File: config.mk
export PLATFORM = sky130hd
export DESIGN_NAME = bus_select_pacer
export DESIGN_NICKNAME = d
export VERILOG_FILES = /design/src/rtl/bsp_pkg.sv /design/src/rtl/bsp_decode.sv /design/src/rtl/bsp_beat_seq.sv /design/src/rtl/bus_select_pacer.sv
export SDC_FILE = /design/constraint.sdc
export NUM_CORES = 1
export LEC_CHECK = 0
export BUFFER_PORTS_ARGS = -buffer_cell sky130_fd_sc_hd__buf_4
export CORE_UTILIZATION = 50
export CTS_BUF_LIST = sky130_fd_sc_hd__clkbuf_4 sky130_fd_sc_hd__clkbuf_8
export DETAILED_ROUTE_END_ITERATION = 7
export PLACE_DENSITY = 0.85
export SETUP_SLACK_MARGIN = 0.5
export SLEW_MARGIN = 0
export SYNTH_ARGS = -nofsm -noshare
export SYNTH_HDL_FRONTEND = slang
export SYNTH_HIERARCHICAL = 1
export SYNTH_SLANG_ARGS = --single-unit
File: constraint.sdc
create_clock -name clk -period 4.6 [get_ports clk]
set_clock_uncertainty 0.1 [all_clocks]
set_input_delay 0.92 -clock clk [delete_from_list [all_inputs] [get_ports clk]]
set_output_delay 0.92 -clock clk [all_outputs]
set_load 0.05 [all_outputs]
File: src/rtl/bsp_pkg.sv
package bsp_pkg;

  typedef enum logic [2:0] {
    DEV_NONE  = 3'd0,
    DEV_FLASH = 3'd1,
    DEV_SRAMA = 3'd2,
    DEV_SRAMB = 3'd3,
    DEV_DRAM  = 3'd4,
    DEV_IMEM  = 3'd5,
    DEV_STAT  = 3'd6
  } dev_e;

  localparam int unsigned DEV_COUNT = 6;

  localparam logic [31:0] ONBOARD_MASK = 32'h0FFF_FFFF;
  localparam logic [31:0] FLASH_LIMIT  = 32'h0020_0000;
  localparam logic [31:0] SRAMA_BASE   = 32'h003C_0000;
  localparam logic [31:0] SRAMB_BASE   = 32'h003E_0000;
  localparam logic [31:0] SRAM_SPAN    = 32'h0001_0000;
  localparam logic [31:0] DRAM_BASE    = 32'h0040_0000;
  localparam logic [31:0] DRAM_UNIT    = 32'h0010_0000;
  localparam logic [31:0] IMEM_BASE    = 32'h0121_0000;
  localparam logic [31:0] STAT_BASE    = 32'h0123_0000;
  localparam logic [31:0] REG_SPAN     = 32'h0000_2000;

endpackage

File: src/rtl/bsp_decode.sv
module bsp_decode
  import bsp_pkg::*;
#(
  parameter int unsigned ADDR_W = 32,
  parameter int unsigned CS_W   = DEV_COUNT
) (
  input  logic [ADDR_W-1:0] addr,
  input  logic [2:0]        tmod,
  input  logic [1:0]        ttype,
  input  logic [1:0]        dsize,
  output dev_e              dev,
  output logic [CS_W-1:0]   sel
);

  logic [31:0] local_a;
  logic [31:0] dram_top;
  logic        cpu_space;

  assign local_a   = 32'(addr) & ONBOARD_MASK;
  assign dram_top  = DRAM_BASE + (DRAM_UNIT << dsize);
  assign cpu_space = (tmod == 3'b111) || (ttype == 2'b11);

  always_comb begin
    dev = DEV_NONE;
    if (!cpu_space) begin
      if (local_a < FLASH_LIMIT)
        dev = DEV_FLASH;
      else if (local_a >= SRAMA_BASE && local_a < SRAMA_BASE + SRAM_SPAN)
        dev = DEV_SRAMA;
      else if (local_a >= SRAMB_BASE && local_a < SRAMB_BASE + SRAM_SPAN)
        dev = DEV_SRAMB;
      else if (local_a >= DRAM_BASE && local_a < dram_top)
        dev = DEV_DRAM;
      else if (local_a >= IMEM_BASE && local_a < IMEM_BASE + REG_SPAN)
        dev = DEV_IMEM;
      else if (local_a >= STAT_BASE && local_a < STAT_BASE + REG_SPAN)
        dev = DEV_STAT;
    end
  end

  for (genvar g = 0; g < CS_W; g++) begin : g_sel
    assign sel[g] = (int'(dev) == g + 1);
  end

endmodule

File: src/rtl/bsp_beat_seq.sv
module bsp_beat_seq
  import bsp_pkg::*;
#(
  parameter int unsigned CS_W        = DEV_COUNT,
  parameter int unsigned BURST_BEATS = 4,
  parameter int unsigned FLASH_LEAD  = 4,
  parameter int unsigned FLASH_NEXT  = 4,
  parameter int unsigned SRAM_LEAD   = 3,
  parameter int unsigned SRAM_NEXT   = 1,
  parameter int unsigned DRAM_LEAD   = 3,
  parameter int unsigned DRAM_NEXT   = 2,
  parameter int unsigned REG_LEAD    = 2,
  parameter int unsigned TIMEOUT     = 16
) (
  input  logic            clk,
  input  logic            rst_n,
  input  logic            start,
  input  logic            burst,
  input  dev_e            dev,
  input  logic [CS_W-1:0] sel,
  output logic [CS_W-1:0] cs_n,
  output logic            ack,
  output logic            err,
  output logic            busy
);

  localparam int unsigned CNT_W = $clog2(TIMEOUT) + 1;
  localparam int unsigned BT_W  = $clog2(BURST_BEATS) + 1;

  typedef enum logic [1:0] {S_IDLE, S_RUN, S_HOLD, S_WAIT} seq_e;

  seq_e             state;
  logic [CNT_W-1:0] cnt;
  logic [CNT_W-1:0] next_m1;
  logic [BT_W-1:0]  beats_left;
  logic [CNT_W-1:0] lead_m1;
  logic [CNT_W-1:0] gap_m1;
  logic             single;

  always_comb begin
    single = !burst;
    case (dev)
      DEV_FLASH: begin
        lead_m1 = CNT_W'(FLASH_LEAD - 1);
        gap_m1  = CNT_W'(FLASH_NEXT - 1);
      end
      DEV_SRAMA, DEV_SRAMB: begin
        lead_m1 = CNT_W'(SRAM_LEAD - 1);
        gap_m1  = CNT_W'(SRAM_NEXT - 1);
      end
      DEV_DRAM: begin
        lead_m1 = CNT_W'(DRAM_LEAD - 1);
        gap_m1  = CNT_W'(DRAM_NEXT - 1);
      end
      default: begin
        lead_m1 = CNT_W'(REG_LEAD - 1);
        gap_m1  = CNT_W'(REG_LEAD - 1);
        single  = 1'b1;
      end
    endcase
  end

  assign busy = (state != S_IDLE);

  always_ff @(posedge clk) begin
    if (!rst_n) begin
      state      <= S_IDLE;
      cnt        <= '0;
      next_m1    <= '0;
      beats_left <= '0;
      cs_n       <= '1;
      ack        <= 1'b0;
      err        <= 1'b0;
    end else begin
      err <= 1'b0;
      case (state)
        S_IDLE: begin
          ack <= 1'b0;
          if (start) begin
            if (dev == DEV_NONE) begin
              state <= S_WAIT;
              cnt   <= CNT_W'(TIMEOUT - 1);
            end else begin
              state      <= S_RUN;
              cs_n       <= ~sel;
              cnt        <= lead_m1;
              next_m1    <= gap_m1;
              beats_left <= single ? '0 : BT_W'(BURST_BEATS - 1);
            end
          end
        end
        S_RUN: begin
          if (cnt == '0) begin
            ack <= 1'b1;
            cnt <= next_m1;
            if (beats_left == '0) state <= S_HOLD;
            else beats_left <= beats_left - 1'b1;
          end else begin
            ack <= 1'b0;
            cnt <= cnt - 1'b1;
          end
        end
        S_HOLD: begin
          ack   <= 1'b0;
          cs_n  <= '1;
          state <= S_IDLE;
        end
        default: begin
          if (cnt == '0) begin
            err   <= 1'b1;
            state <= S_IDLE;
          end else begin
            cnt <= cnt - 1'b1;
          end
        end
      endcase
    end
  end

endmodule

File: src/rtl/bus_select_pacer.sv
module bus_select_pacer
  import bsp_pkg::*;
#(
  parameter int unsigned ADDR_W      = 32,
  parameter int unsigned CS_W        = DEV_COUNT,
  parameter int unsigned BURST_BEATS = 4,
  parameter int unsigned FLASH_LEAD  = 4,
  parameter int unsigned FLASH_NEXT  = 4,
  parameter int unsigned SRAM_LEAD   = 3,
  parameter int unsigned SRAM_NEXT   = 1,
  parameter int unsigned DRAM_LEAD   = 3,
  parameter int unsigned DRAM_NEXT   = 2,
  parameter int unsigned REG_LEAD    = 2,
  parameter int unsigned TIMEOUT     = 16
) (
  input  logic              clk,
  input  logic              rst_n,
  input  logic [ADDR_W-1:0] bus_addr,
  input  logic [2:0]        xfer_mod,
  input  logic [1:0]        xfer_type,
  input  logic              xfer_start,
  input  logic              xfer_burst,
  input  logic [1:0]        dram_size,
  output logic [CS_W-1:0]   cs_n,
  output logic              xfer_ack,
  output logic              xfer_err
);

  dev_e            dec_dev;
  logic [CS_W-1:0] dec_sel;
  logic            seq_busy;

  bsp_decode #(
    .ADDR_W (ADDR_W),
    .CS_W   (CS_W)
  ) u_decode (
    .addr  (bus_addr),
    .tmod  (xfer_mod),
    .ttype (xfer_type),
    .dsize (dram_size),
    .dev   (dec_dev),
    .sel   (dec_sel)
  );

  bsp_beat_seq #(
    .CS_W        (CS_W),
    .BURST_BEATS (BURST_BEATS),
    .FLASH_LEAD  (FLASH_LEAD),
    .FLASH_NEXT  (FLASH_NEXT),
    .SRAM_LEAD   (SRAM_LEAD),
    .SRAM_NEXT   (SRAM_NEXT),
    .DRAM_LEAD   (DRAM_LEAD),
    .DRAM_NEXT   (DRAM_NEXT),
    .REG_LEAD    (REG_LEAD),
    .TIMEOUT     (TIMEOUT)
  ) u_seq (
    .clk   (clk),
    .rst_n (rst_n),
    .start (xfer_start),
    .burst (xfer_burst),
    .dev   (dec_dev),
    .sel   (dec_sel),
    .cs_n  (cs_n),
    .ack   (xfer_ack),
    .err   (xfer_err),
    .busy  (seq_busy)
  );

endmodule

* Yosys cells after proc, flatten, opt, wreduce, memory -nomap -nowiden
Cells that the tools add are included. Widths: inputs -> output; s select.
Word-level totals: register bits 23, bits in latches 0, memory bits (writable) 0, ROM bits 0, bits of input ports 43, output and inout port bits 8, logic and storage cells 103, memories kept 0
Operators by class: add/subtract/negate cells 3, multipliers 0, div/mod/pow operators 0, order comparisons 11, equal/unequal tests 20, shifts and indexed selects 1, multiplexer cells 32, bitwise gates (word level) 4, reduce and logical (&&, ||, !) cells 25
Operator list (number):
- $lt 28x22->1 const B | 3
- $ge 28x22->1 const B | 2
- $ge 28x25->1 const B | 2
- $lt 28x25->1 const B | 2
- $mux 3 | 11
- $add 23x32->32 const A | 1
- $lt 28x32->1 | 1
- $shl 21x2->32 const A | 1
- $ge 28x23->1 const B | 1
- $eq 3x3->1 const B | 6
- $mux 5 | 3
- $pmux 5 s3 | 1
- $eq 3x2->1 const B | 4
- $mux 2 | 6
- $mux 6 | 2
- $pmux 6 s2 | 1
- $reduce_and 3->1 | 3
- $pmux 2 s2 | 2
- $reduce_or 4->1 | 2
- $logic_not 3->1 | 2
- $ne 2x2->1 const B | 3
- $not 6->6 | 1
- $pmux 2 s3 | 1
- $pmux 3 s2 | 1
- 22 further kinds | 34

* Depth between registers and ports, before layout
Gate-level depths: netlist of the first run.
depth after elaboration 16, gate-level depth with buffers 12, mapped depth without buffers 11

* Hierarchy
The synthesis of the first run kept the hierarchy.
Modules (own cells, without submodules):
- bsp_beat_seq | times used 1, cells each 120, area an instance 1037.2 um^2, sequential area each 400.4 um^2
- bsp_decode | times used 1, cells each 42, area an instance 282.8 um^2, sequential area each 0.0 um^2

* Worst setup path after synthesis of the first run
Ideal clock, no wire load.
path type input to register, from in dram_size[1], to reg u_seq.cs_n[0], library setup time 72 ps, arrival time 3335 ps, required time 4428 ps, path slack 1094 ps, stages on the path 11, buffers on the path 1, path through or2_2 -> ha_1 -> o21ai_0 -> a21oi_1 -> or4_1 -> a21oi_1 -> or3_1 -> clkbuf_1 -> a21oi_1 -> o21ai_0 -> a2bb2oi_1
On the way: longest elaborated chain between the ends 14, elaborated cells on any way between the ends 17, those cells by class add/sub (1); order compare (1); eq/ne (2); shift (1); mux (8); bitwise (1); reduce/logical (3)
Ends and longest elaborated chain:
- from (decl) | line bus_select_pacer.sv:23 | input logic [1:0] dram_size,
- $shl 21x2->32 (*) | line bsp_decode.sv:20 | assign dram_top = DRAM_BASE + (DRAM_UNIT << dsize);
- $add 23x32->32 (*) | line bsp_decode.sv:20
- $lt 28x32->1 (*) | line bsp_decode.sv:32 | else if (local_a >= DRAM_BASE && local_a < dram_top)
- $logic_and 1x1->1 (*) | line bsp_decode.sv:32
- $mux 3 (*) | line bsp_decode.sv:32
- $mux 3 (*) | line bsp_decode.sv:30 | else if (local_a >= SRAMB_BASE && local_a < SRAMB_BASE + SRAM_SPAN)
- $mux 3 (*) | line bsp_decode.sv:28 | else if (local_a >= SRAMA_BASE && local_a < SRAMA_BASE + SRAM_SPAN)
- $mux 3 (*) | line bsp_decode.sv:26 | if (local_a < FLASH_LIMIT)
- $mux 3 (*) | line bsp_decode.sv:25 | if (!cpu_space) begin
- net dec_dev[2] | line bus_select_pacer.sv:29 | dev_e dec_dev;
- $eq 3x2->1 | line bsp_decode.sv:42 | assign sel[g] = (int'(dev) == g + 1);
- $not 6->6 | line bsp_beat_seq.sv:85 | cs_n <= ~sel;
- $mux 6 | line bsp_beat_seq.sv:80 | if (dev == DEV_NONE) begin
- $mux 6 | line bsp_beat_seq.sv:79 | if (start) begin
- $pmux 6 s2 | line bsp_beat_seq.sv:76 | case (state)
- to (signal assigned) | line bsp_beat_seq.sv:85
- to (decl) | line bsp_beat_seq.sv:21 | output logic [CS_W-1:0] cs_n,
Mark *: on every way through the listed nets, which the timed path passes. The rest lies on a longest branch. The select of a mux whose other input is x is not followed. A chain may end at the register's enable or synchronous reset.

* Final worst setup path of the first run
from in dram_size[1], to reg u_seq.cs_n[3]
On the way: longest elaborated chain between the ends 14, elaborated cells on any way between the ends 17, those cells by class add/sub (1); order compare (1); eq/ne (2); shift (1); mux (8); bitwise (1); reduce/logical (3)
Ends and longest elaborated chain (line):
- $shl 21x2->32 (*) | bsp_decode.sv:20
- $add 23x32->32 (*) | bsp_decode.sv:20
- $lt 28x32->1 (*) | bsp_decode.sv:32
- $logic_and 1x1->1 (*) | bsp_decode.sv:32
- $mux 3 (*) | bsp_decode.sv:32
- $mux 3 (*) | bsp_decode.sv:30
- $mux 3 (*) | bsp_decode.sv:28
- $mux 3 (*) | bsp_decode.sv:26
- $mux 3 (*) | bsp_decode.sv:25
- net dec_dev[2] | bus_select_pacer.sv:29
- $eq 3x3->1 | bsp_decode.sv:42
- $not 6->6 | bsp_beat_seq.sv:85
- $mux 6 | bsp_beat_seq.sv:80
- $mux 6 | bsp_beat_seq.sv:79
- $pmux 6 s2 | bsp_beat_seq.sv:76
Marks and branches as above.

==> results of run 1 <==
flip-flops by register name (all words and copies together), names as in the netlist:
register          count
u_seq/cs_n            6
u_seq/cnt             5
u_seq/beats_left      3
u_seq/next_m1         2
u_seq/state           2
u_seq/ack             1
u_seq/err             1
final cells by class:
type	count	area share (%)
tap	30	2.31
inverter	8	1.85
multi-input combinational	128	52.8
clock buffer	3	1.38
clock inverter	1	1.85
timing repair buffer	33	15.2
sequential	20	24.6
per-layer routing:
metal  vias to the layer above  track usage [%]  part of all wire, %
met5                         -                0                    0
met4                         0             10.5                 0.46
met3                         2             4.31                  5.9
met2                        45             44.8                   50
met1                       626             32.5                   43
li1                        662                -                    -
through the flow:
step / utilization [%] / setup slack (ns)
floorplan: - / 1.09
global placement: 63.5 / 0.758
detailed placement: 63.5 / 0.615
CTS: 65.7 / 0.888
global route: 65.7 / 0.534
finish: 65.7 / 0.801
worst paths after layout:
path | startpoint | end | slack [ns] | cells after the start
worst max-delay path | dram_size[1] | u_seq/cs_n[3] | 0.80 | 11
worst min-delay path | u_seq/next_m1[0] | u_seq/next_m1[0] | 0.36 | 2
worst max register to register | u_seq/cnt[0] | u_seq/state[1] | 2.58 | 6
worst min register to register | u_seq/next_m1[0] | u_seq/next_m1[0] | 0.36 | 2
power by group:
group / total [uW] / internal [uW] / switching, uW
sequential: 201 / 183 / 17.7
clock: 146 / 88.0 / 58.2
combinational: 123 / 61.0 / 62.2
total: 470 / 332 / 138
logic make-up (layout without fill, tap and decap cells):
family                     count (synthesis)  after routing  share of synthesized area (%)
buffers and inverters                     14             45                           4.64
adders and majority gates                  7              7                           6.63
AOI/OAI and AO/OA                         52             52                           26.4
muxes                                      1              1                          0.853
and+or+nand+nor                           67             67                           30.4
DFF                                       20             20                           30.3
xor gates and xnor gates                   1              1                          0.664
critical path: stages:
cell and delay (ns):
sky130_fd_sc_hd__buf_4 0.11, sky130_fd_sc_hd__or2_2 0.29, sky130_fd_sc_hd__ha_1 0.29, sky130_fd_sc_hd__o21ai_0 0.19
sky130_fd_sc_hd__a21oi_1 0.13, sky130_fd_sc_hd__or4_1 0.45, sky130_fd_sc_hd__a21oi_1 0.38, sky130_fd_sc_hd__or3_1 0.34
sky130_fd_sc_hd__a21oi_1 0.12, sky130_fd_sc_hd__o21ai_0 0.51, sky130_fd_sc_hd__a2bb2oi_1 0.21
cells in the mapped netlist, types with 2 or more instances:
master / number
sky130_fd_sc_hd__a21o_1: 3
sky130_fd_sc_hd__and3_1: 3
sky130_fd_sc_hd__o21ai_0: 13
sky130_fd_sc_hd__or4_1: 3
sky130_fd_sc_hd__a31oi_1: 3
sky130_fd_sc_hd__inv_1: 8
sky130_fd_sc_hd__o211ai_1: 2
sky130_fd_sc_hd__nor3b_1: 4
sky130_fd_sc_hd__clkbuf_1: 4
sky130_fd_sc_hd__o21a_1: 2
sky130_fd_sc_hd__ha_1: 7
sky130_fd_sc_hd__dfxtp_1: 20
sky130_fd_sc_hd__nor2_1: 16
sky130_fd_sc_hd__a2bb2oi_1: 6
sky130_fd_sc_hd__a21oi_1: 12
sky130_fd_sc_hd__o31a_1: 2
sky130_fd_sc_hd__nand4_1: 2
sky130_fd_sc_hd__nand2_1: 8
sky130_fd_sc_hd__a211oi_1: 2
sky130_fd_sc_hd__or2_2: 3
sky130_fd_sc_hd__nor2b_1: 4
sky130_fd_sc_hd__nor4b_1: 2
sky130_fd_sc_hd__nor3_1: 6
sky130_fd_sc_hd__o21ai_1: 3
sky130_fd_sc_hd__nand2b_1: 5
==> flow_results.xml, run 1 <==
<?xml version="1.0" encoding="UTF-8"?>
<metrics>
  <group name="floorplanning">
    <metric name="start_util" unit="%">53.3</metric>
    <metric name="rows" unit="">18</metric>
    <metric name="die_x" unit="um">53.4</metric>
    <metric name="design.core.area" unit="sq um">2480</metric>
    <metric name="fp.dieArea" unit="sq um">2850</metric>
    <metric name="die_h" unit="um">53.4</metric>
    <metric name="num_io_pins" unit="">51</metric>
  </group>
  <group name="worst_setup_path">
    <metric name="largest_fanout_of_any_net_on_the_critical_path" unit="">7</metric>
    <metric name="worst_setup_path_start_kind" unit="">input pin</metric>
    <metric name="timing_worst_setup_path_type" unit="">input pin to flop</metric>
    <metric name="critPathRequiredTime" unit="ns">4.74</metric>
    <metric name="worstSetupEndpointType" unit="">flop</metric>
    <metric name="critical_path_arrival" unit="ns">3.94</metric>
  </group>
  <group name="detailed_routing">
    <metric name="via_count" unit="">1335</metric>
    <metric name="detail_route.drc_violations" unit="">0</metric>
    <metric name="first_pass_iters" unit="">4</metric>
    <metric name="drt_first_iter_violations" unit="">42</metric>
    <metric name="drt-wirelength-per-cell" unit="um">14.7</metric>
    <metric name="postRouteAntennaNets" unit="">0</metric>
    <metric name="routed_wire_length" unit="um">3280</metric>
    <metric name="ratio_of_routed_vias_to_standard_cells" unit="">5.99</metric>
  </group>
  <group name="min_path">
    <metric name="worst_hold_path_type" unit="">flop to flop</metric>
  </group>
  <group name="finish">
    <metric name="drive_gt1_share" unit="%">24.4</metric>
    <metric name="antenna-diode-count" unit="">0</metric>
    <metric name="multiInputGateArea" unit="sq um">858</metric>
    <metric name="fin_area" unit="sq um">1630</metric>
    <metric name="fillerInstances" unit="">228</metric>
    <metric name="register_area" unit="sq um">400</metric>
    <metric name="layout.cells.most_common" unit="">sky130_fd_sc_hd__buf_4</metric>
    <metric name="design.final.nets" unit="">244</metric>
    <metric name="commonest_cells_after_routing_fill_and_taps_aside" unit="">33 x sky130_fd_sc_hd__buf_4, 20 x sky130_fd_sc_hd__dfxtp_1, 16 x sky130_fd_sc_hd__nor2_1</metric>
    <metric name="post_layout_nonfiller_instances" unit="">223</metric>
    <metric name="synthToLayoutAreaGrowth" unit="%">23.2</metric>
  </group>
  <group name="run">
    <metric name="max-cap-violations" unit="">0</metric>
  </group>
  <group name="place">
    <metric name="dpl_cell_area" unit="sq um">1570</metric>
    <metric name="placed_instances" unit="">219</metric>
    <metric name="gpl.final_weighted_congestion" unit="">0.821</metric>
    <metric name="dp.final_hpwl" unit="um">2480</metric>
    <metric name="port_buffers" unit="">33</metric>
  </group>
  <group name="cts">
    <metric name="hold_buffers" unit="">0</metric>
    <metric name="cts-root-to-sink-buffers" unit="">2</metric>
    <metric name="tritoncts_clock_tree" unit="">done</metric>
    <metric name="post-cts-setup-buffers" unit="">0</metric>
    <metric name="clock_sink_count" unit="">20</metric>
    <metric name="clk_latency" unit="ns">0.30</metric>
    <metric name="cts-root-buf" unit="">sky130_fd_sc_hd__clkbuf_4</metric>
    <metric name="cts.clk_slew.worst_paths" unit="ns">0.12</metric>
    <metric name="cts_resized" unit="">0</metric>
    <metric name="max_h_tree_level" unit="">1</metric>
    <metric name="numCtsBuffers" unit="">3</metric>
  </group>
  <group name="yosys">
    <metric name="mappedNetlistNets" unit="">212</metric>
    <metric name="synth_cell_type_count" unit="">44</metric>
    <metric name="synth_edf_count" unit="">0</metric>
    <metric name="synthTopCellsByArea" unit="">sky130_fd_sc_hd__dfxtp_1 30%, sky130_fd_sc_hd__ha_1 6.6%, sky130_fd_sc_hd__o21ai_0 4.9%, sky130_fd_sc_hd__a21oi_1 4.5%, sky130_fd_sc_hd__nor2_1 4.5%</metric>
    <metric name="netlist.top_cell.by_area" unit="">sky130_fd_sc_hd__dfxtp_1</metric>
    <metric name="dominantRegCellSynth" unit="">sky130_fd_sc_hd__dfxtp_1</metric>
    <metric name="synth-seq-cells" unit="">20</metric>
    <metric name="synth.cell_area" unit="sq um">1320</metric>
    <metric name="synth_cells" unit="">162</metric>
    <metric name="yosysSeqAreaShare" unit="%">30.3</metric>
    <metric name="avgSynthCellArea" unit="sq um">8.15</metric>
    <metric name="netlist.area_leader.share" unit="%">30.3</metric>
    <metric name="ys.warnings.count" unit="">6</metric>
    <metric name="async_reset_ff_share" unit="%">0</metric>
  </group>
  <group name="status">
    <metric name="run_status" unit="">finished clean</metric>
  </group>
  <group name="timing">
    <metric name="maxSlewViolCount" unit="">0</metric>
    <metric name="final_min_period_over_clock_period" unit="%">82.6</metric>
    <metric name="fin_hold_ws" unit="ns">0.364</metric>
    <metric name="finalSetupViolCount" unit="">0</metric>
    <metric name="rsz0062_at_grt" unit="">false</metric>
    <metric name="setup_total_negative_slack" unit="ns">0</metric>
    <metric name="relSlewSlack" unit="%">50.8</metric>
    <metric name="timing_worst_slew_pin_value" unit="ns">0.728</metric>
    <metric name="fin_crit" unit="ns">3.80</metric>
    <metric name="fmax" unit="MHz">263</metric>
    <metric name="finalHoldViolations" unit="">0</metric>
  </group>
  <group name="power">
    <metric name="total_power" unit="uW">470</metric>
    <metric name="static_power_due_to_leakage" unit="uW">0.000664</metric>
    <metric name="worst_ir_drop_vdd" unit="mV">0.204</metric>
    <metric name="power_density" unit="nW/um^2">289</metric>
  </group>
  <group name="global_route">
    <metric name="grt_overflow_total" unit="">0</metric>
    <metric name="grt_start_max_net_pins" unit="">18</metric>
    <metric name="grt_use_total" unit="%">26.4</metric>
    <metric name="first_pass_grt_wire_length" unit="um">5520</metric>
    <metric name="number_of_antenna_violations_at_the_first_check_in_global_routing" unit="">0</metric>
    <metric name="number_of_global_route_vias_before_repair" unit="">1281</metric>
  </group>
</metrics>
Note: power is estimated with default switching activity, not from simulation.
==> run 2: changes to the inputs <==
==> constraint.sdc (replaced) <==
create_clock -name clk -period 3.85 [get_ports clk]
set_clock_uncertainty 0.1 [all_clocks]
set_input_delay 0.77 -clock clk [delete_from_list [all_inputs] [get_ports clk]]
set_output_delay 0.77 -clock clk [all_outputs]
set_load 0.05 [all_outputs]
==> run 2 against run 1 <==
- wire length down 6.8%
- via count down 1.0%
- critical endpoint is now u_seq/cnt[3]
- largest power group unchanged
- cell count unchanged
==> flow_results.xml, run 2 (synthesis gave the netlist of run 1 again) <==
<?xml version="1.0" encoding="UTF-8"?>
<metrics>
  <group name="global_route">
    <metric name="number_of_global_route_vias_before_repair" unit="">1243</metric>
    <metric name="grt_overflow_total" unit="">0</metric>
    <metric name="first_pass_grt_wire_length" unit="um">5270</metric>
    <metric name="number_of_antenna_violations_at_the_first_check_in_global_routing" unit="">0</metric>
    <metric name="grt_start_max_net_pins" unit="">18</metric>
    <metric name="grt_use_total" unit="%">25.3</metric>
  </group>
  <group name="finish">
    <metric name="design.final.nets" unit="">245</metric>
    <metric name="flip_flop_count_of_the_largest_register_after_layout" unit="">6</metric>
    <metric name="reg.largest.list" unit="">u_seq/cs_n (6), u_seq/cnt (5), u_seq/beats_left (3)</metric>
    <metric name="register_containing_the_most_flip_flops_in_the_final_layout" unit="">u_seq/cs_n</metric>
    <metric name="layout.cells.most_common" unit="">sky130_fd_sc_hd__buf_4</metric>
    <metric name="antenna-diode-count" unit="">0</metric>
    <metric name="synthToLayoutAreaGrowth" unit="%">21.8</metric>
    <metric name="commonest_cells_after_routing_fill_and_taps_aside" unit="">34 x sky130_fd_sc_hd__buf_4, 20 x sky130_fd_sc_hd__dfxtp_1, 16 x sky130_fd_sc_hd__nor2_1</metric>
    <metric name="post_layout_nonfiller_instances" unit="">223</metric>
    <metric name="drive_gt1_share" unit="%">24.9</metric>
  </group>
  <group name="timing">
    <metric name="timing_worst_slew_pin_value" unit="ns">0.765</metric>
    <metric name="fmax" unit="MHz">316</metric>
    <metric name="maxSlewViolCount" unit="">0</metric>
    <metric name="final_min_period_over_clock_period" unit="%">82.3</metric>
    <metric name="setup_total_negative_slack" unit="ns">0</metric>
    <metric name="rsz0062_at_grt" unit="">false</metric>
    <metric name="relSlewSlack" unit="%">48.3</metric>
    <metric name="fin_crit" unit="ns">3.17</metric>
    <metric name="finalSetupViolCount" unit="">0</metric>
    <metric name="finalHoldViolations" unit="">0</metric>
  </group>
  <group name="power">
    <metric name="p_int" unit="uW">328</metric>
    <metric name="clock_network_fraction_of_design_power" unit="%">20.0</metric>
    <metric name="p_switching" unit="uW">154</metric>
    <metric name="pwr-share-comb" unit="%">30.1</metric>
    <metric name="power_density" unit="nW/um^2">300</metric>
    <metric name="pwr-share-seq" unit="%">49.9</metric>
    <metric name="static_power_due_to_leakage" unit="uW">0.000655</metric>
    <metric name="worst_ir_drop_vdd" unit="mV">0.346</metric>
    <metric name="power.share.switching" unit="%">32.0</metric>
  </group>
  <group name="cts">
    <metric name="numCtsBuffers" unit="">3</metric>
    <metric name="clock_sink_count" unit="">20</metric>
    <metric name="max_h_tree_level" unit="">1</metric>
    <metric name="tritoncts_clock_tree" unit="">done</metric>
    <metric name="post-cts-setup-buffers" unit="">0</metric>
    <metric name="hold_buffers" unit="">0</metric>
    <metric name="clk_latency" unit="ns">0.29</metric>
    <metric name="cts-root-to-sink-buffers" unit="">2</metric>
    <metric name="cts-root-buf" unit="">sky130_fd_sc_hd__clkbuf_4</metric>
    <metric name="cts.clk_slew.worst_paths" unit="ns">0.10</metric>
  </group>
  <group name="worst_setup_path">
    <metric name="crit_path_max_incr_delay" unit="ns">0.54</metric>
    <metric name="largest_fanout_of_any_net_on_the_critical_path" unit="">7</metric>
    <metric name="worst_r2r_endpoint" unit="">u_seq/state[1]</metric>
    <metric name="timing_worst_setup_path_type" unit="">input pin to flop</metric>
    <metric name="critPathBufInv" unit="">1</metric>
    <metric name="cpMaxStageDelayCell" unit="">sky130_fd_sc_hd__or4_4</metric>
    <metric name="setup.worst_path.end" unit="">u_seq/cnt[3]</metric>
    <metric name="crit_path_cell_chain" unit="">buf_4 &gt; or4_4 &gt; or4_1 &gt; nand2b_2 &gt; a21oi_1 &gt; or3_1 &gt; a21boi_0 &gt; o21ai_0 &gt; a21oi_1</metric>
    <metric name="critical_path_arrival" unit="ns">3.30</metric>
    <metric name="crit_family" unit="">simple AND/OR/NAND/NOR gates</metric>
    <metric name="timing.critical_path.from" unit="">bus_addr[27]</metric>
    <metric name="worst_r2r_path_depth" unit="">6</metric>
    <metric name="worst_path_most_repeated_cell" unit="">sky130_fd_sc_hd__a21oi_1</metric>
    <metric name="critPathRequiredTime" unit="ns">3.98</metric>
    <metric name="worst_setup_path_start_kind" unit="">input pin</metric>
    <metric name="critical_path_depth" unit="">9</metric>
    <metric name="r2r_setup_slack" unit="ns">1.83</metric>
    <metric name="crit-reg2reg-launch" unit="">u_seq/cnt[0]</metric>
    <metric name="worstSetupEndpointType" unit="">flop</metric>
  </group>
  <group name="place">
    <metric name="dp.final_hpwl" unit="um">2400</metric>
    <metric name="port_buffers" unit="">33</metric>
    <metric name="placed_instances" unit="">220</metric>
    <metric name="gpl.final_weighted_congestion" unit="">0.838</metric>
  </group>
  <group name="detailed_routing">
    <metric name="drt_first_iter_violations" unit="">28</metric>
    <metric name="postRouteAntennaNets" unit="">0</metric>
    <metric name="detail_route.drc_violations" unit="">0</metric>
    <metric name="drt-wirelength-per-cell" unit="um">13.7</metric>
    <metric name="via_count" unit="">1321</metric>
    <metric name="first_pass_iters" unit="">4</metric>
    <metric name="routed_wire_length" unit="um">3060</metric>
    <metric name="ratio_of_routed_vias_to_standard_cells" unit="">5.92</metric>
  </group>
  <group name="floorplanning">
    <metric name="rows" unit="">18</metric>
    <metric name="start_util" unit="%">53.3</metric>
    <metric name="num_io_pins" unit="">51</metric>
    <metric name="die_x" unit="um">53.4</metric>
    <metric name="design.core.area" unit="sq um">2480</metric>
    <metric name="die_h" unit="um">53.4</metric>
    <metric name="fp.dieArea" unit="sq um">2850</metric>
  </group>
  <group name="run">
    <metric name="max-cap-violations" unit="">0</metric>
  </group>
  <group name="status">
    <metric name="run_status" unit="">finished clean</metric>
  </group>
  <group name="min_path">
    <metric name="worst_hold_path_type" unit="">flop to flop</metric>
  </group>
</metrics>
run 2: power groups by stage:
stage	combinational (uW)	sequential, uW	clock [uW]
floorplan	111	237	0
global placement	138	243	0
detailed placement	143	244	0
CTS	144	240	98.6
global route	163	243	107
finish	145	240	96.4
run 2: how the worst min path moves through the flow:
| stage | startpoint | end | depth (start not counted) |
|---|---|---|---|
| 3_3_place_gp | u_seq/next_m1[0] | u_seq/next_m1[0] | 2 |
| 6_report | u_seq/next_m1[0] | u_seq/next_m1[0] | 2 |
| 5_1_grt | u_seq/next_m1[0] | u_seq/next_m1[0] | 2 |
| 2_1_floorplan | u_seq/next_m1[0] | u_seq/next_m1[0] | 2 |
| 4_1_cts | u_seq/next_m1[0] | u_seq/next_m1[0] | 2 |
| 3_5_place_dp | u_seq/next_m1[0] | u_seq/next_m1[0] | 2 |
run 2: repair_timing:
action                                  CTS  global route
hold endpoints to repair                  0             0
endpoints found under the setup margin    0             2
gates resized for setup                   0             1
run 2: metal layers:
layer / track usage (%) / up-vias / share of wire (%)
met4: 8.33 / 0 / 2.2
met2: 44.0 / 28 / 51
met5: 0 / - / 0
met3: 6.90 / 6 / 4.0
met1: 29.2 / 619 / 43
li1: - / 668 / -
run 2: layout make-up:
cell class	instances	area [sq um]
flip-flops and latches	20	400
fillers	215	870
multi-input cells	128	862
inverters	8	30.0
repair buffers	34	255
clock buffers	3	22.5
well taps	30	37.5
run 2: tightest hold or removal path, cell delays in order, from the launching register on:
cell and delay (ns):
sky130_fd_sc_hd__dfxtp_1 0.33, sky130_fd_sc_hd__inv_1 0.05, sky130_fd_sc_hd__a21oi_1 0.05
run 2: through the flow:
step / hold slack [ns] / total power, uW / worst slack, ns / utilization [%] / area [sq um]
2_1_floorplan: 0.323 / 348 / 0.599 / - / 1320
3_3_place_gp: 0.344 / 381 / 0.401 / 63.8 / 1580
5_1_grt: 0.392 / 513 / 0.545 / 64.9 / 1610
4_1_cts: 0.359 / 482 / 0.674 / 64.7 / 1600
6_report: 0.363 / 482 / 0.681 / 64.9 / 1610
3_5_place_dp: 0.343 / 388 / 0.369 / 63.8 / 1580
==> run 3: changes to the inputs <==
--- a/config.mk
+++ b/config.mk
@@ -5,11 +5,12 @@
 export SDC_FILE = /design/constraint.sdc
 export NUM_CORES = 1
 export LEC_CHECK = 0
+export ABC_AREA = 1
 export BUFFER_PORTS_ARGS = -buffer_cell sky130_fd_sc_hd__buf_4
-export CORE_UTILIZATION = 50
+export CORE_UTILIZATION = 47
 export CTS_BUF_LIST = sky130_fd_sc_hd__clkbuf_4 sky130_fd_sc_hd__clkbuf_8
 export DETAILED_ROUTE_END_ITERATION = 7
-export PLACE_DENSITY = 0.85
+export PLACE_DENSITY = 0.82
 export SETUP_SLACK_MARGIN = 0.5
 export SLEW_MARGIN = 0
 export SYNTH_ARGS = -nofsm -noshare
==> constraint.sdc (replaced) <==
create_clock -name clk -period 2.7 [get_ports clk]
set_clock_uncertainty 0.1 [all_clocks]
set_input_delay 0.54 -clock clk [delete_from_list [all_inputs] [get_ports clk]]
set_output_delay 0.54 -clock clk [all_outputs]
set_load 0.05 [all_outputs]
==> run 3 against run 2 <==
- utilization rose by 1.8 points
- sequential power rose by 75%
- register-to-register slack got worse by 0.81 ns
- area after synthesis rose by 13%
- via count rose by 21%
- cell count rose by 44%
- global-route usage fell by 4.3 points
- first-iteration DRC count rose by 140%
- count of clock-buffer cells in the layout rose by 1
- final area rose by 26%
- critical path type unchanged
- critical endpoint is now u_seq/cs_n[2]
- largest power group is now combinational cells
- highest routed layer unchanged
==> flow_results.xml, run 3 <==
<?xml version="1.0" encoding="UTF-8"?>
<metrics>
  <group name="status">
    <metric name="run_status" unit="">finished clean</metric>
  </group>
  <group name="timing">
    <metric name="finalHoldViolations" unit="">0</metric>
    <metric name="fin_crit" unit="ns">2.25</metric>
    <metric name="relSlewSlack" unit="%">72.1</metric>
    <metric name="setup_total_negative_slack" unit="ns">0</metric>
    <metric name="fin_hold_ws" unit="ns">0.360</metric>
    <metric name="finalSetupViolCount" unit="">0</metric>
    <metric name="final_min_period_over_clock_period" unit="%">83.4</metric>
    <metric name="timing_worst_slew_pin_value" unit="ns">0.418</metric>
    <metric name="fin_ws" unit="ns">0.449</metric>
    <metric name="maxSlewViolCount" unit="">0</metric>
    <metric name="fmax" unit="MHz">444</metric>
    <metric name="rsz0062_at_grt" unit="">true</metric>
  </group>
  <group name="worst_setup_path">
    <metric name="largest_fanout_of_any_net_on_the_critical_path" unit="">7</metric>
    <metric name="crit-reg2reg-launch" unit="">u_seq/cnt[1]</metric>
    <metric name="critPathRequiredTime" unit="ns">2.81</metric>
    <metric name="worst_setup_path_start_kind" unit="">input pin</metric>
    <metric name="worstSetupEndpointType" unit="">flop</metric>
    <metric name="worst_r2r_path_depth" unit="">9</metric>
    <metric name="critical_path_arrival" unit="ns">2.36</metric>
    <metric name="timing_worst_setup_path_type" unit="">input pin to flop</metric>
    <metric name="r2r_setup_slack" unit="ns">1.02</metric>
    <metric name="worst_r2r_endpoint" unit="">u_seq/cnt[0]</metric>
  </group>
  <group name="floorplanning">
    <metric name="die_x" unit="um">58.3</metric>
    <metric name="die_h" unit="um">58.3</metric>
    <metric name="num_io_pins" unit="">51</metric>
    <metric name="start_util" unit="%">49.2</metric>
    <metric name="fp.dieArea" unit="sq um">3400</metric>
    <metric name="rows" unit="">20</metric>
    <metric name="design.core.area" unit="sq um">3030</metric>
  </group>
  <group name="place">
    <metric name="placed_instances" unit="">310</metric>
    <metric name="dp.final_hpwl" unit="um">2440</metric>
    <metric name="detailedPlace.worstSlack" unit="ns">0.0673</metric>
    <metric name="gpl.final_weighted_congestion" unit="">0.867</metric>
    <metric name="port_buffers" unit="">33</metric>
  </group>
  <group name="yosys">
    <metric name="ys.warnings.count" unit="">6</metric>
    <metric name="muxShareOfSynthArea" unit="%">0</metric>
    <metric name="synth_cells" unit="">235</metric>
    <metric name="synth.most_common_cell" unit="">sky130_fd_sc_hd__nand2_1</metric>
    <metric name="mappedNetlistNets" unit="">285</metric>
    <metric name="synthesized_area_fraction_occupied_by_and_or_nand_nor_cells" unit="%">44.8</metric>
    <metric name="synthTopCellsByArea" unit="">sky130_fd_sc_hd__dfxtp_1 27%, sky130_fd_sc_hd__nand2_1 13%, sky130_fd_sc_hd__nor2_1 7.8%, sky130_fd_sc_hd__nand3_1 7.7%, sky130_fd_sc_hd__inv_1 7.6%</metric>
    <metric name="synth_edf_count" unit="">0</metric>
    <metric name="netlist.area_leader.share" unit="%">26.9</metric>
    <metric name="avgSynthCellArea" unit="sq um">6.34</metric>
    <metric name="yosysSeqAreaShare" unit="%">26.9</metric>
    <metric name="synth.cell_area" unit="sq um">1490</metric>
    <metric name="synth-seq-cells" unit="">20</metric>
    <metric name="async_reset_ff_share" unit="%">0</metric>
    <metric name="netlist_top_cells_count" unit="">51 x sky130_fd_sc_hd__nand2_1, 31 x sky130_fd_sc_hd__nor2_1, 30 x sky130_fd_sc_hd__inv_1</metric>
    <metric name="synth_cell_type_count" unit="">28</metric>
    <metric name="dominantRegCellSynth" unit="">sky130_fd_sc_hd__dfxtp_1</metric>
    <metric name="adder_cell_area_share_of_the_yosys_netlist" unit="%">5.88</metric>
    <metric name="synth-compound-area-share" unit="%">9.99</metric>
    <metric name="dominant_combinational_cell_family_by_area_after_synthesis" unit="">simple AND/OR/NAND/NOR gates</metric>
    <metric name="netlist.top_cell.by_area" unit="">sky130_fd_sc_hd__dfxtp_1</metric>
    <metric name="xor_xnor_share_of_the_synthesized_area" unit="%">1.76</metric>
  </group>
  <group name="power">
    <metric name="static_power_due_to_leakage" unit="uW">0.000978</metric>
    <metric name="total_power" unit="uW">1310</metric>
    <metric name="worst_ir_drop_vdd" unit="mV">0.320</metric>
    <metric name="power_density" unit="nW/um^2">648</metric>
  </group>
  <group name="global_route">
    <metric name="first_pass_grt_wire_length" unit="um">5620</metric>
    <metric name="grt_overflow_total" unit="">0</metric>
    <metric name="grt_start_max_net_pins" unit="">17</metric>
    <metric name="grt_use_total" unit="%">21.0</metric>
    <metric name="number_of_antenna_violations_at_the_first_check_in_global_routing" unit="">0</metric>
    <metric name="number_of_global_route_vias_before_repair" unit="">1360</metric>
  </group>
  <group name="finish">
    <metric name="reg.largest.list" unit="">u_seq/cs_n (6), u_seq/cnt (5), u_seq/beats_left (3)</metric>
    <metric name="synthToLayoutAreaGrowth" unit="%">35.5</metric>
    <metric name="design.final.nets" unit="">328</metric>
    <metric name="multiInputGateArea" unit="sq um">1070</metric>
    <metric name="flip_flop_count_of_the_largest_register_after_layout" unit="">6</metric>
    <metric name="layout.cells.most_common" unit="">sky130_fd_sc_hd__nand2_1</metric>
    <metric name="antenna-diode-count" unit="">0</metric>
    <metric name="register_area" unit="sq um">400</metric>
    <metric name="register_containing_the_most_flip_flops_in_the_final_layout" unit="">u_seq/cs_n</metric>
    <metric name="commonest_cells_after_routing_fill_and_taps_aside" unit="">40 x sky130_fd_sc_hd__nand2_1, 39 x sky130_fd_sc_hd__buf_4, 29 x sky130_fd_sc_hd__inv_1</metric>
    <metric name="post_layout_nonfiller_instances" unit="">321</metric>
    <metric name="drive_gt1_share" unit="%">36.5</metric>
    <metric name="fillerInstances" unit="">262</metric>
  </group>
  <group name="detailed_routing">
    <metric name="routed_met1_length" unit="um">1470</metric>
    <metric name="via_count" unit="">1604</metric>
    <metric name="detail_route.drc_violations" unit="">0</metric>
    <metric name="first_pass_iters" unit="">4</metric>
    <metric name="met3_length" unit="um">176</metric>
    <metric name="drt_first_iter_violations" unit="">68</metric>
    <metric name="postRouteAntennaNets" unit="">0</metric>
    <metric name="routed_wire_length" unit="um">3520</metric>
    <metric name="met2_wirelength" unit="um">1760</metric>
    <metric name="highest_layer" unit="">met4</metric>
    <metric name="drt-wirelength-per-cell" unit="um">11.0</metric>
    <metric name="ratio_of_routed_vias_to_standard_cells" unit="">5.00</metric>
  </group>
  <group name="cts">
    <metric name="max_h_tree_level" unit="">1</metric>
    <metric name="cts.clk_slew.worst_paths" unit="ns">0.11</metric>
    <metric name="tritoncts_clock_tree" unit="">done</metric>
    <metric name="clock_sink_count" unit="">20</metric>
    <metric name="clk_latency" unit="ns">0.31</metric>
    <metric name="cts-root-buf" unit="">sky130_fd_sc_hd__clkbuf_4</metric>
    <metric name="numCtsBuffers" unit="">3</metric>
    <metric name="cts-root-to-sink-buffers" unit="">2</metric>
  </group>
  <group name="min_path">
    <metric name="worst_hold_startpoint" unit="">u_seq/cnt[4]</metric>
    <metric name="worst_hold_path_type" unit="">flop to flop</metric>
    <metric name="hold_depth" unit="">2</metric>
    <metric name="worst_hold_path.endpoint" unit="">u_seq/cnt[4]</metric>
  </group>
  <group name="run">
    <metric name="max-cap-violations" unit="">0</metric>
  </group>
</metrics>
==> run 3: cell types whose count changed after synthesis, sizes merged, moves of 3 or more <==
cell and change:
inv +29, a21o -3, nor3b -5, a2bb2oi -6, or4 -4, nor2 +23
nand2 +51, nand2b -6, nand3 +26, a21oi -3, nor2b -3
==> run 3: final cells by class <==
cell class,count,area share (%)
clock buffer,4,1.80
inverter,37,7.25
multi-input combinational,175,52.8
sequential,20,19.8
tap,44,2.73
timing repair buffer,41,15.6
==> run 3: worst max-delay path, cell delays in order <==
cell                      delay [ns]
sky130_fd_sc_hd__buf_6          0.09
sky130_fd_sc_hd__or2_4          0.25
sky130_fd_sc_hd__ha_4           0.26
sky130_fd_sc_hd__o21ai_2        0.04
sky130_fd_sc_hd__nand2_1        0.06
sky130_fd_sc_hd__nand2_1        0.05
sky130_fd_sc_hd__nand2_1        0.05
sky130_fd_sc_hd__nand2_1        0.06
sky130_fd_sc_hd__nand2_2        0.09
sky130_fd_sc_hd__nand3_4        0.08
sky130_fd_sc_hd__nand2_4        0.10
sky130_fd_sc_hd__inv_4          0.05
sky130_fd_sc_hd__nor3_4         0.17
sky130_fd_sc_hd__nand2_4        0.12
sky130_fd_sc_hd__nand3_4        0.16
sky130_fd_sc_hd__inv_4          0.07
sky130_fd_sc_hd__nand2_1        0.06
sky130_fd_sc_hd__nand3_1        0.06
==> run 3: worst max path at each step <==
stage                                to  cells after the start          from  slack, ns
after floorplan           u_seq/cs_n[0]                     17  dram_size[1]       0.40
after global placement    u_seq/cs_n[1]                     18  dram_size[1]        0.1
after detailed placement  u_seq/cs_n[1]                     18  dram_size[1]       0.07
after CTS                 u_seq/cs_n[4]                     18  dram_size[0]       0.41
after global routing      u_seq/cs_n[4]                     18  dram_size[1]       0.33
final                     u_seq/cs_n[2]                     18  dram_size[1]       0.45
==> run 3: cell families after synthesis <==
family	count (synthesis)
simple gates	137
buf+inv	40
xor+xnor	3
flops	20
fa+ha+maj	7
compound gates	28
==> run 3: repair_timing <==
action,4_1_cts,5_1_grt
buffers inserted,5,2
pin swaps,9,13
gates resized for setup,8,19
hold buffers,0,0
setup endpoints to repair,10,16
==> run 3: power by group <==
group	switching [uW]	internal, uW	total [uW]
combinational	454	255	709
clock	97.2	82.5	180
sequential	57.0	362	419
total	608	700	1310
==> run 3: metrics by stage <==
step / instance area [sq um] / utilization, %
finish: 2020 / 66.7
global route: 2020 / 66.7
CTS: 1930 / 63.6
detailed placement: 1830 / 60.3
global placement: 1830 / 60.3
floorplan: 1530 / -
==> run 3: metal layers <==
metal / track usage (%) / vias up
met4: 8.16 / 0
li1: - / 832
met3: 3.30 / 13
met2: 36.3 / 51
met5: 0 / -
met1: 26.2 / 708
